==> src/rtl/dmbt_pkg.sv <==
package dmbt_pkg;

    typedef enum logic [1:0] {
        ST_IDLE    = 2'd0,
        ST_WRITE   = 2'd1,
        ST_READ    = 2'd2,
        ST_BACKOFF = 2'd3
    } dmbt_state_e;

endpackage

==> src/rtl/dmbt_wfifo.sv <==
module dmbt_wfifo #(
    parameter int DW    = 32,
    parameter int DEPTH = 8
) (
    input  logic          clk,
    input  logic          rst_n,
    input  logic          push,
    input  logic [DW-1:0] din,
    input  logic          pop,
    output logic          full,
    output logic          valid,
    output logic [DW-1:0] dout
);
    localparam int PW   = (DEPTH > 1) ? $clog2(DEPTH) : 1;
    localparam int CNTW = $clog2(DEPTH + 1);

    logic [DW-1:0]   mem [DEPTH];
    logic [PW-1:0]   wr_ptr;
    logic [PW-1:0]   rd_ptr;
    logic [CNTW-1:0] count;
    logic            push_ok;
    logic            pop_ok;

    assign full    = (count == CNTW'(DEPTH));
    assign valid   = (count != '0);
    assign push_ok = push && !full;
    assign pop_ok  = pop && valid;
    assign dout    = mem[rd_ptr];

    always_ff @(posedge clk) begin
        if (push_ok) begin
            mem[wr_ptr] <= din;
        end
    end

    always_ff @(posedge clk) begin
        if (!rst_n) begin
            wr_ptr <= '0;
            rd_ptr <= '0;
            count  <= '0;
        end else begin
            if (push_ok) begin
                wr_ptr <= (wr_ptr == PW'(DEPTH - 1)) ? '0 : wr_ptr + 1'b1;
            end
            if (pop_ok) begin
                rd_ptr <= (rd_ptr == PW'(DEPTH - 1)) ? '0 : rd_ptr + 1'b1;
            end
            count <= count + CNTW'(push_ok) - CNTW'(pop_ok);
        end
    end

endmodule

==> src/rtl/dmbt_rbuf.sv <==
module dmbt_rbuf #(
    parameter int DW    = 32,
    parameter int DEPTH = 8,
    localparam int IW   = (DEPTH > 1) ? $clog2(DEPTH) : 1
) (
    input  logic          clk,
    input  logic          wr_en,
    input  logic [IW-1:0] wr_idx,
    input  logic [DW-1:0] wr_data,
    input  logic [IW-1:0] rd_idx,
    output logic [DW-1:0] rd_data
);
    logic [DW-1:0] slot [DEPTH];

    for (genvar i = 0; i < DEPTH; i++) begin : g_slot
        always_ff @(posedge clk) begin
            if (wr_en && (wr_idx == IW'(i))) begin
                slot[i] <= wr_data;
            end
        end
    end

    assign rd_data = slot[rd_idx];

endmodule

==> src/rtl/dm_backoff_tracker.sv <==
module dm_backoff_tracker
    import dmbt_pkg::*;
#(
    parameter int DW       = 32,
    parameter int AW       = 32,
    parameter int WF_DEPTH = 8,
    parameter int MAX_LEN  = 8,
    localparam int CW      = $clog2(MAX_LEN + 1),
    localparam int IW      = (MAX_LEN > 1) ? $clog2(MAX_LEN) : 1
) (
    input  logic          clk,
    input  logic          rst_n,
    input  logic          lm_strobe,
    input  logic [AW-1:0] lm_addr,
    input  logic          lm_write,
    input  logic [CW-1:0] lm_len,
    input  logic [DW-1:0] lm_wdata,
    output logic [DW-1:0] lm_rdata,
    output logic          lm_ready,
    input  logic          bus_grant,
    output logic          pci_wr_valid,
    output logic [DW-1:0] pci_wr_data,
    input  logic          pci_wr_ready,
    output logic          pci_rd_req,
    output logic [AW-1:0] pci_rd_addr,
    input  logic          pci_rd_valid,
    input  logic [DW-1:0] pci_rd_data,
    output logic [CW-1:0] beat_count,
    output logic          rd_retained
);

    dmbt_state_e   state;
    dmbt_state_e   nxt;

    logic [AW-1:0] req_addr;
    logic          req_write_q;
    logic [CW-1:0] req_len;
    logic [CW-1:0] xfer_cnt;
    logic [CW-1:0] fetch_cnt;

    logic          wf_full;
    logic          strobe_ok;
    logic          resume;
    logic          fresh;
    logic          beat;
    logic          last_beat;
    logic          fetch_hs;

    // Request decode: strobes are honoured only between transfers.
    assign strobe_ok = lm_strobe && ((state == ST_IDLE) || (state == ST_BACKOFF));
    assign resume    = strobe_ok && (state == ST_BACKOFF)
                       && (lm_addr == req_addr) && (lm_write == req_write_q);
    assign fresh     = strobe_ok && !resume;
    assign beat      = lm_ready;
    assign last_beat = beat && (xfer_cnt == req_len - CW'(1));
    assign fetch_hs  = pci_rd_req && pci_rd_valid;

    // Next-state logic
    always_comb begin
        nxt = state;
        unique case (state)
            ST_IDLE: begin
                if (lm_strobe) begin
                    nxt = lm_write ? ST_WRITE : ST_READ;
                end
            end
            ST_WRITE, ST_READ: begin
                if (bus_grant) begin
                    nxt = ST_BACKOFF;
                end else if (last_beat) begin
                    nxt = ST_IDLE;
                end
            end
            ST_BACKOFF: begin
                if (lm_strobe) begin
                    nxt = lm_write ? ST_WRITE : ST_READ;
                end
            end
            default: nxt = ST_IDLE;
        endcase
    end

    // State register
    always_ff @(posedge clk) begin
        if (!rst_n) begin
            state <= ST_IDLE;
        end else begin
            state <= nxt;
        end
    end

    // Stored request and progress counters
    always_ff @(posedge clk) begin
        if (!rst_n) begin
            req_addr    <= '0;
            req_write_q <= 1'b1;
            req_len     <= '0;
            xfer_cnt    <= '0;
            fetch_cnt   <= '0;
        end else if (fresh) begin
            req_addr    <= lm_addr;
            req_write_q <= lm_write;
            req_len     <= lm_len;
            xfer_cnt    <= '0;
            fetch_cnt   <= '0;
        end else begin
            if (beat) begin
                xfer_cnt <= xfer_cnt + CW'(1);
            end
            if (fetch_hs) begin
                fetch_cnt <= fetch_cnt + CW'(1);
            end
        end
    end

    // Outputs: acknowledge gating and PCI read request
    always_comb begin
        lm_ready   = 1'b0;
        pci_rd_req = 1'b0;
        unique case (state)
            ST_IDLE: begin
                lm_ready = 1'b0;
            end
            ST_WRITE: begin
                lm_ready = !bus_grant && !wf_full;
            end
            ST_READ: begin
                lm_ready   = !bus_grant && (xfer_cnt < fetch_cnt);
                pci_rd_req = (fetch_cnt < req_len);
            end
            ST_BACKOFF: begin
                pci_rd_req = !req_write_q && (fetch_cnt < req_len);
            end
            default: begin
                lm_ready   = 1'b0;
                pci_rd_req = 1'b0;
            end
        endcase
    end

    assign pci_rd_addr = req_addr + AW'(fetch_cnt);
    assign beat_count  = xfer_cnt;
    assign rd_retained = (state == ST_BACKOFF) && !req_write_q && (fetch_cnt > xfer_cnt);

    dmbt_wfifo #(
        .DW   (DW),
        .DEPTH(WF_DEPTH)
    ) u_wfifo (
        .clk  (clk),
        .rst_n(rst_n),
        .push (beat && (state == ST_WRITE)),
        .din  (lm_wdata),
        .pop  (pci_wr_ready),
        .full (wf_full),
        .valid(pci_wr_valid),
        .dout (pci_wr_data)
    );

    dmbt_rbuf #(
        .DW   (DW),
        .DEPTH(MAX_LEN)
    ) u_rbuf (
        .clk    (clk),
        .wr_en  (fetch_hs),
        .wr_idx (fetch_cnt[IW-1:0]),
        .wr_data(pci_rd_data),
        .rd_idx (xfer_cnt[IW-1:0]),
        .rd_data(lm_rdata)
    );

endmodule

==> config.mk <==
export PLATFORM = sky130hd
export DESIGN_NAME = dm_backoff_tracker
export DESIGN_NICKNAME = d
export VERILOG_FILES = /design/src/rtl/dmbt_pkg.sv /design/src/rtl/dmbt_wfifo.sv /design/src/rtl/dmbt_rbuf.sv /design/src/rtl/dm_backoff_tracker.sv
export SDC_FILE = /design/constraint.sdc
export NUM_CORES = 1
export LEC_CHECK = 0
export ABC_CLOCK_PERIOD_IN_PS = 11670
export CORE_ASPECT_RATIO = 0.5
export CORE_MARGIN = 5
export CORE_UTILIZATION = 45
export DETAILED_ROUTE_END_ITERATION = 12
export PLACE_DENSITY = 0.67
export SYNTH_ARGS = -nofsm -noshare
export SYNTH_HDL_FRONTEND = slang
export SYNTH_SLANG_ARGS = --single-unit
==> constraint.sdc <==
create_clock -name clk -period 11.67 [get_ports clk]
set_input_delay 2.334 -clock clk [delete_from_list [all_inputs] [get_ports clk]]
set_output_delay 2.334 -clock clk [all_outputs]
set_load 0.02 [all_outputs]
==> flow_metrics.env <==
export IMPL_setup_tns_ns=0
export IMPL_root_buffer="clkbuf_16"
export IMPL_path_clk_slew_ns=0.06
export IMPL_power_density_nw_per_um2=172.8
export IMPL_cts_tree="built"
export IMPL_ys_warnings_count=0
export IMPL_min_from="u_wfifo.rd_ptr[2]"
export IMPL_hold_class="reg2reg"
export IMPL_drive_gt1_share_pct=21.31
export IMPL_async_flop_share_pct=0
export IMPL_fin_nets=1568
export IMPL_path_class="in2out"
export IMPL_postRouteWirelength_mm=48.16
export IMPL_grt_pass1_vias=12220
export IMPL_required_ns=9.34
export IMPL_insertion_delay_ns=0.58
export IMPL_cts_buffer_depth=3
export IMPL_vias=11350
export IMPL_r2r_start="fetch_cnt[0]"
export IMPL_grt_usage_pct=16.97
export IMPL_syn_cell_area_um2=23250
export IMPL_antenna_found_initial=2
export IMPL_synth_top_family_by_area="multiplexers"
export IMPL_yosys_top_cells_area="edfxtp_1 (66%), mux4_2 (12%), dfxtp_1 (5.4%)"
export IMPL_synth_seq_cells=575
export IMPL_synthFlopType="edfxtp_1"
export IMPL_hold_depth=2
export IMPL_synth_edf_count=512
export IMPL_synth_simple_gate_area_share_pct=3.955
export IMPL_p_leak_nw=8.765
export IMPL_area_growth_pct=19.49
export IMPL_die_h_um=170.7
export IMPL_hold_buffers=0
export IMPL_num_io_pins=211
export IMPL_ys_types=48
export IMPL_dieArea_um2=56600
export IMPL_cp_max_fo=5
export IMPL_cts_sinks=575
export IMPL_post_cts_setup_buffers=0
export IMPL_reg2regPathDepth=10
export IMPL_synth_compound_area_share_pct=1.168
export IMPL_syn_inst=1199
export IMPL_synth_top_cell_area_share_pct=66.11
export IMPL_gp_congestion=0.8363
export IMPL_synthMuxAreaShare_pct=17.05
export IMPL_synthAdderAreaFrac_pct=1.894
export IMPL_avgSynthCellArea_um2=19.40
export IMPL_hpwl_mm=28.48
export IMPL_reg2reg_to="u_wfifo.mem[7][1]"
export IMPL_grt_ovfl_total=0
export IMPL_rrSetupSlack_ns=8.24
export IMPL_end_kind="output port"
export IMPL_firstDrtPassIters=4
export IMPL_fmax_mhz=156.0
export IMPL_ant_nets=0
export IMPL_fin_crit_ns=6.410
export IMPL_die_w_um=331.5
export IMPL_post_cts_resized=0
export IMPL_status="finished, final reports clean"
export IMPL_post_drt_wl_per_cell_um=22.27
export IMPL_grt_max_degree=65
export IMPL_fin_hold_ws_ns=0.4992
export IMPL_ys_seq_area_share_pct=71.54
export IMPL_drc=0
export IMPL_peakVddDrop_uv=108.8
export IMPL_drtIter0Drc=932
export IMPL_viasPerCell=5.249
export IMPL_maxCapViolations=0
export IMPL_finalCritPeriodShare_pct=54.93
export IMPL_io_buffer_count=210
export IMPL_rows=58
export IMPL_start_util_pct=45.91
export IMPL_setup_violations=0
export IMPL_core_area_um2=50650
export IMPL_synth_area_leader_cell="edfxtp_1"
export IMPL_relSlewSlack_pct=27.79
export IMPL_cp_arrival_ns=4.08
export IMPL_htreeDepth=2
export IMPL_grt_pass1_wl_mm=74.04
export IMPL_synth_xor_area_share_pct=2.787
export IMPL_tightest_slew_ns=1.083
export IMPL_rsz0062_at_grt="no"
export IMPL_cp_start_kind="input pin"
export IMPL_syn_nets=1340
export IMPL_hold_viol=0
export IMPL_fin_worst_skew_ns=0.02088
export IMPL_cts_buffers=51
export IMPL_maxSlewViolCount=0
## sequential cells by signal, summed over array words and instances, names as in the netlist, named ones only
| signal | flops |
|---|---|
| u_rbuf.slot | 256 |
| req_write_q | 1 |
| fetch_cnt | 4 |
| u_wfifo.wr_ptr | 3 |
| req_len | 4 |
| u_wfifo.mem | 256 |
| req_addr | 32 |
| state | 2 |
| u_wfifo.count | 4 |
| u_wfifo.rd_ptr | 3 |
| beat_count | 4 |
## report_power, final
group          internal [mW]  total (mW)  switching [mW]  leakage (nW)
Clock                  0.896        1.63           0.730         0.781
Combinational          0.440       0.831           0.391          2.86
Sequential              2.29        2.35          0.0591          5.12
## cells in the mapped netlist, drive strengths merged (9+ instances only)
library cell and n:
a21oi 9, and3 10, buf 25, clkbuf 29, dfxtp 63, edfxtp 512
ha 32, inv 30, mux2 64, mux2i 36, mux4 128, nand2 32
nand3 15, nand4 16, nor2 24, nor2b 40, xnor2 61, xor2 13
## worst max path at each step
stage | to | cells past startpoint | from
2_1_floorplan | u_wfifo.mem[4][0] | 5 | bus_grant
3_3_place_gp | lm_ready | 5 | bus_grant
3_5_place_dp | lm_ready | 5 | bus_grant
4_1_cts | lm_ready | 5 | bus_grant
5_1_grt | lm_ready | 5 | bus_grant
6_report | lm_ready | 5 | bus_grant
## layer usage
layer / part of all wire [%] / global-route usage (%) / up-vias
met1: 42 / 21.95 / 5857
li1: - / - / 5212
met4: 1.8 / 3.876 / 0
met3: 4.0 / 2.943 / 62
met2: 53 / 30.56 / 217
met5: 0 / 0 / -
## kinds of logic after synthesis
family	count (synthesis)
flip-flops	575
multiplexers	228
AND/OR/NAND/NOR	168
buffers and inverters	84
XOR/XNOR	74
AO/OA/AOI/OAI	36
adder cells (fa/ha/maj)	34
## layout by cell type, fill, tap and decap left out, types with 5 or more instances in the layout
cell type / count
mux2i_1: 36
nor3_1: 5
nand3_1: 15
nor2b_1: 40
mux2_2: 64
ha_1: 32
dfxtp_1: 57
xor2_1: 13
nand2_1: 32
a21oi_1: 9
buf_4: 19
clkdlybuf4s50_1: 210
inv_1: 30
clkbuf_1: 17
clkinv_2: 8
xnor2_1: 61
a21boi_0: 7
nand4_1: 16
and3_2: 6
and2_1: 6
edfxtp_1: 512
mux4_2: 128
nor2_1: 22
clkinv_1: 6
clkbuf_16: 52
o21ai_0: 5
## critical path, cell delays in order
cell and delay, ns:
clkdlybuf4s50_1 0.42, nor2_1 0.22, o2111ai_1 0.24, nand2_1 0.20
clkdlybuf4s50_1 0.67
## through the flow
step	area (um^2)	utilization (%)	worst slack, ns	total power [mW]	std cells
final	27790	54.86	5.260	4.802	2162
after global placement	26180	51.68	5.252	3.216	2064
after detailed placement	26180	51.68	5.259	3.236	2064
after CTS	27780	54.84	5.257	4.866	2159
after floorplan	23250	-	4.865	2.933	1199
after global routing	27790	54.85	5.178	5.015	2161
## cell type report
| type | count | area, um^2 |
|---|---|---|
| antenna | 3 | 7.507 |
| fill | 3920 | 22870 |
| tap | 690 | 863.3 |
| clock buffer | 73 | 1420 |
| inverter | 30 | 112.6 |
| multi-input combinational | 540 | 6309 |
| timing repair buffer | 229 | 2245 |
| sequential | 575 | 16650 |
| clock inverter | 22 | 182.7 |
(Power assumes the default switching activity.)
